**config.mk**
```make
export PLATFORM = sky130hd
export DESIGN_NAME = tcm_tree_mul
export DESIGN_NICKNAME = d
export VERILOG_FILES = /design/src/rtl/tcm_pkg.sv /design/src/rtl/tcm_row_gen.sv /design/src/rtl/tcm_sum_tree.sv /design/src/rtl/tcm_tree_mul.sv
export SDC_FILE = /design/constraint.sdc
export NUM_CORES = 1
export LEC_CHECK = 0
export CAP_MARGIN = 0
export CORE_MARGIN = 4
export CORE_UTILIZATION = 40
export DETAILED_ROUTE_END_ITERATION = 16
export MAX_ROUTING_LAYER = met4
export PLACE_DENSITY_LB_ADDON = 0.08
export SLEW_MARGIN = 15
export SYNTH_ARGS = -nofsm -noshare
export SYNTH_HDL_FRONTEND = slang
export SYNTH_SLANG_ARGS = --single-unit
```
**constraint.sdc**
```tcl
create_clock -name clk -period 1.2 [get_ports clk]
set_input_delay 0.24 -clock clk [delete_from_list [all_inputs] [get_ports clk]]
set_output_delay 0.24 -clock clk [all_outputs]
set_load 0.005 [all_outputs]
```
**src/rtl/tcm_pkg.sv**
```systemverilog
package tcm_pkg;

    // Number of binary levels needed to reduce `leaves` operands to one.
    function automatic int tcm_levels(input int leaves);
        int lv;
        int span;
        lv   = 0;
        span = 1;
        while (span < leaves) begin
            span = span * 2;
            lv   = lv + 1;
        end
        return lv;
    endfunction

endpackage

```
**src/rtl/tcm_row_gen.sv**
```systemverilog
// Builds the gated partial-product rows of a two's-complement product.
// Positive rows: x magnitude bits gated by each y magnitude bit.
// Negative rows: the two rows weighted by a sign bit.
// The sign-sign term is folded into the highest positive row.
module tcm_row_gen #(
    parameter int N = 4
) (
    input  logic [N-1:0]               x_in,
    input  logic [N-1:0]               y_in,
    output logic [N-2:0][2*N-1:0]      pos_rows,
    output logic [1:0][2*N-1:0]        neg_rows
);
    localparam int W    = 2 * N;
    localparam int P    = N - 1;
    localparam int PAD  = W - (N - 1);

    logic [W-1:0] x_mag;
    logic [W-1:0] y_mag;
    logic [W-1:0] sign_term;

    assign x_mag     = {{PAD{1'b0}}, x_in[N-2:0]};
    assign y_mag     = {{PAD{1'b0}}, y_in[N-2:0]};
    assign sign_term = {1'b0, x_in[N-1] & y_in[N-1], {(W-2){1'b0}}};

    for (genvar i = 0; i < P; i++) begin : g_pos
        logic [W-1:0] gated;
        assign gated = y_in[i] ? (x_mag << i) : '0;
        if (i == P - 1) begin : g_fold
            assign pos_rows[i] = gated | sign_term;
        end else begin : g_plain
            assign pos_rows[i] = gated;
        end
    end

    assign neg_rows[0] = x_in[N-1] ? (y_mag << (N - 1)) : '0;
    assign neg_rows[1] = y_in[N-1] ? (x_mag << (N - 1)) : '0;

endmodule

```
**src/rtl/tcm_sum_tree.sv**
```systemverilog
// Balanced binary adder tree; leaf count padded with zeros to a power of two.
module tcm_sum_tree
    import tcm_pkg::*;
#(
    parameter int LEAVES = 3,
    parameter int W      = 8
) (
    input  logic [LEAVES-1:0][W-1:0] leaf,
    output logic [W-1:0]             total
);
    localparam int DEPTH = tcm_levels(LEAVES);
    localparam int SLOTS = 1 << DEPTH;

    for (genvar l = 0; l <= DEPTH; l++) begin : g_lvl
        localparam int CNT = SLOTS >> l;
        logic [W-1:0] v [CNT];
        if (l == 0) begin : g_leaf
            for (genvar j = 0; j < CNT; j++) begin : g_j
                if (j < LEAVES) begin : g_in
                    assign v[j] = leaf[j];
                end else begin : g_zero
                    assign v[j] = '0;
                end
            end
        end else begin : g_add
            for (genvar j = 0; j < CNT; j++) begin : g_j
                assign v[j] = g_lvl[l-1].v[2*j] + g_lvl[l-1].v[2*j+1];
            end
        end
    end

    assign total = g_lvl[DEPTH].v[0];

endmodule

```
**src/rtl/tcm_tree_mul.sv**
```systemverilog
module tcm_tree_mul #(
    parameter int N = 4
) (
    input  logic             clk,
    input  logic             rst_n,
    input  logic             in_valid,
    input  logic [N-1:0]     x_in,
    input  logic [N-1:0]     y_in,
    output logic [2*N-1:0]   prod_out,
    output logic             out_valid
);
    localparam int W = 2 * N;
    localparam int P = N - 1;

    typedef struct packed {
        logic         vld;
        logic [W-1:0] prod;
    } tcm_state_t;

    logic [P-1:0][W-1:0] pos_rows;
    logic [1:0][W-1:0]   neg_rows;
    logic [W-1:0]        pos_sum;
    logic [W-1:0]        neg_sum;
    tcm_state_t          st_d;
    tcm_state_t          st_q;

    tcm_row_gen #(.N(N)) u_rows (
        .x_in     (x_in),
        .y_in     (y_in),
        .pos_rows (pos_rows),
        .neg_rows (neg_rows)
    );

    tcm_sum_tree #(.LEAVES(P), .W(W)) u_pos_tree (
        .leaf  (pos_rows),
        .total (pos_sum)
    );

    tcm_sum_tree #(.LEAVES(2), .W(W)) u_neg_tree (
        .leaf  (neg_rows),
        .total (neg_sum)
    );

    always_comb begin
        st_d     = st_q;
        st_d.vld = in_valid;
        if (in_valid) begin
            st_d.prod = pos_sum - neg_sum;
        end
    end

    always_ff @(posedge clk or negedge rst_n) begin
        if (!rst_n) begin
            st_q <= '0;
        end else begin
            st_q <= st_d;
        end
    end

    assign prod_out  = st_q.prod;
    assign out_valid = st_q.vld;

endmodule

```
==> summary.txt <==
Status
  – Status: complete, but fails checks
  – Failing checks: setup timing

Critical path
  – Crit-path cells: buf_6 -> and2_4 -> ha_4 -> inv_2 -> fa_1 -> fa_1 -> ha_4 -> o211ai_2 -> a31oi_1 -> xnor2_1 -> mux2_4
  – Slowest CP cell: fa_1
  – Worst Setup Start Kind: input pin
  – Slowest stage delay, CP: 0.54 ns
  – Critical path class: in2reg
  – Reg2reg start: prod_out[6]
  – CP Max Fanout: 4
  – Crit path DAT: 2.61 ns
  – Worst setup EP type: flip-flop
  – CP required: 1.35 ns
  – FF-to-FF path depth: 3
  – Reg2Reg Capture Point: prod_out[6]
  – R2r setup slk: 0.40 ns

Global routing
  – Vias in the first global route: 805
  – Pin count of the biggest net entering global routing: 10
  – Initial antenna violation count: 0
  – GRT Resource Usage Total: 0.168
  – GRT overflow: 0
  – Global-route wire length before repair: 3570 um

Timing
  – Final Skew: 0 ns
  – Slew Limit Headroom: 0.708
  – Peak Freq: 407 MHz
  – Fin crit share: 2.05
  – Min Tclk post-route: 2.46 ns
  – RSZ-0062 raised after global routing: true
  – Final Setup Violations: 6
  – Final Hold Viols: 0
  – Worst-Margin Slew: 0.436 ns
  – Worst setup margin: -1.26 ns
  – Final Max Tran Viols: 0

Floorplanning
  – Starting Density: 0.431
  – Die H: 54.7 um
  – # IOs: 20
  – Area of the die: 2990 um2
  – Core Rows: 16
  – Die width: 54.7 um
  – Core ar.: 2020 um2

Placed design
  – Port Buffers: 19
  – Placed Cells: 159
  – Dpl ws: -1.99 ns
  – Detail Placement HPWL: 1790 um
  – Gp weighted congestion: 0.859

Final layout
  – Area grow syn2layout: 66.4%
  – N_diodes: 0
  – Layout cells sized above 1: 0.478
  – Leading cell type in the layout, fill and taps excluded: buf_4
  – Commonest non-fill, non-tap cells in the layout: buf_4 (22), inv_1 (9), dfrtp_1 (9), dlygate4sd2_1 (9), buf_6 (7)
  – Layout Cells excl Fill: 165
  – # fillers: 158
  – Nets@finish: 166

Drt
  – Drt wl/cell: 13.1 um
  – Final wirelength: 2160 um
  – DRC violations left: 0
  – Number of vias per cell: 4.81
  – Antenna Violating Nets Remaining: 0
  – DRT Pass-1 Iters: 3
  – DR vias: 793
  – Initial drt markers: 6

Clock network
  – Clock slew seen by the registers of the worst setup and hold paths: 0.06 ns
  – Clock Path Buffers: 2
  – Worst skew pair latency: 0.26 ns
  – CTS Buf Count: 3
  – H-tree depth: 1
  – Clk sink count: 9
  – Post-CTS Hold Fix Bufs: 0
  – CTS tree: built
  – Clock root cell: clkbuf_4

Synthesis
  – Netlist cell types: 26
  – Post-synthesis area per instance: 9.47 um2
  – Synth Register Bits: 9
  – Synth warn: 0
  – Seq/Total Area, Yosys: 0.259
  – Post-synth ARST share: 1.00
  – Synth Flop Type: dfrtp_1
  – Post-Syn Area: 871 um2
  – Synth top area share: 0.259
  – Syn nets: 119
  – Cells after synthesis: 92
  – Area leader, netlist: dfrtp_1
  – Post-synth EDFFs: 0
  – Largest cells by area after synthesis: dfrtp_1 (26%), ha_1 (17%), fa_1 (9.2%)

Min path
  – Worst min path class: in2async

Job
  – Max Cap Violations: 0

Pwr
  – Total leakage power: 0.715 nW
  – Max VDD drop: 1.03 mV
  – Power per standard cell area: 1160 nW/um2
cell families (layout without fill, tap and decap cells):
group | Yosys count | in the layout | synth area share
XOR/XNOR | 6 | 6 | 0.0603
multiplexers | 6 | 6 | 0.0805
buffers and inverters | 15 | 61 | 0.0661
AND/OR/NAND/NOR | 25 | 25 | 0.154
flip-flops | 9 | 9 | 0.259
adder cells (fa/ha/maj) | 16 | 16 | 0.264
AO/OA/AOI/OAI | 15 | 15 | 0.116
worst max path at each step:
stage / startpoint / depth (start not counted) / slack, ns / endpoint
final: x_in[3] / 11 / -1.26 / prod_out[7]
after detailed placement: x_in[0] / 11 / -1.99 / prod_out[7]
after global placement: x_in[0] / 11 / -1.94 / prod_out[7]
after global routing: x_in[3] / 11 / -1.34 / prod_out[7]
after CTS: y_in[1] / 13 / -1.32 / prod_out[7]
after floorplan: x_in[0] / 10 / -1.32 / prod_out[7]
worst max-delay path, delay by kind of cell:
| kind | cells | cell delay, ns |
|---|---|---|
| muxes | 1 | 0.26 |
| and+or+nand+nor | 1 | 0.15 |
| adders and majority gates | 4 | 1.43 |
| AOI/OAI and AO/OA | 2 | 0.27 |
| buffers and inverters | 2 | 0.13 |
| xor gates and xnor gates | 1 | 0.10 |
stage by stage:
| step | area, um2 | utilization | setup TNS (ns) | hold slack [ns] | power, mW |
|---|---|---|---|---|---|
| after detailed placement | 1360 | 0.670 | -11.63 | 0.493 | 1.43 |
| after CTS | 1440 | 0.712 | -6.90 | 0.294 | 1.70 |
| final | 1450 | 0.717 | -6.64 | 0.286 | 1.68 |
| after global routing | 1450 | 0.717 | -7.00 | 0.307 | 1.81 |
| after floorplan | 971 | - | -6.79 | -0.0556 | 0.973 |
| after global placement | 1360 | 0.670 | -11.33 | 0.493 | 1.40 |
cells in the mapped netlist (2+ instances only):
library cell,number
a21oi_1,5
and2_1,10
dfrtp_1,9
fa_1,4
ha_1,12
inv_1,14
mux2_2,4
nand2_1,7
nor2_1,3
o21ai_0,3
o311ai_0,2
xnor2_1,4
xor2_1,2
registers in the layout (all words and copies together) (netlist names):
register	cells
out_valid	1
prod_out	8
layer usage:
layer / part of all wire / routed length, um / track usage
met5: 0 / 0 / -
met4: 0.0046 / 10 / 0.0249
met2: 0.53 / 1150 / 0.293
met3: 0.027 / 58 / 0.0409
met1: 0.44 / 946 / 0.198
layout make-up:
type,count,area (um2),share of cell area
tap,27,33.8,0.0233
timing repair buffer,43,380,0.263
clock buffer,4,26.3,0.0181
multi-input combinational,68,728,0.503
sequential,9,225,0.155
inverter,14,55.1,0.0380
timing repair:
action	4_1_cts	5_1_grt
endpoints found under the setup margin	16	7
pin swaps	21	14
resized for setup	55	4
setup buffers	2	0
power by group:
group | internal [mW] | switching [mW] | total [mW]
Combinational | 0.606 | 0.394 | 1.00
Sequential | 0.400 | 0.0462 | 0.446
Clock | 0.128 | 0.107 | 0.235
Note: power is estimated with default switching activity, not from simulation.
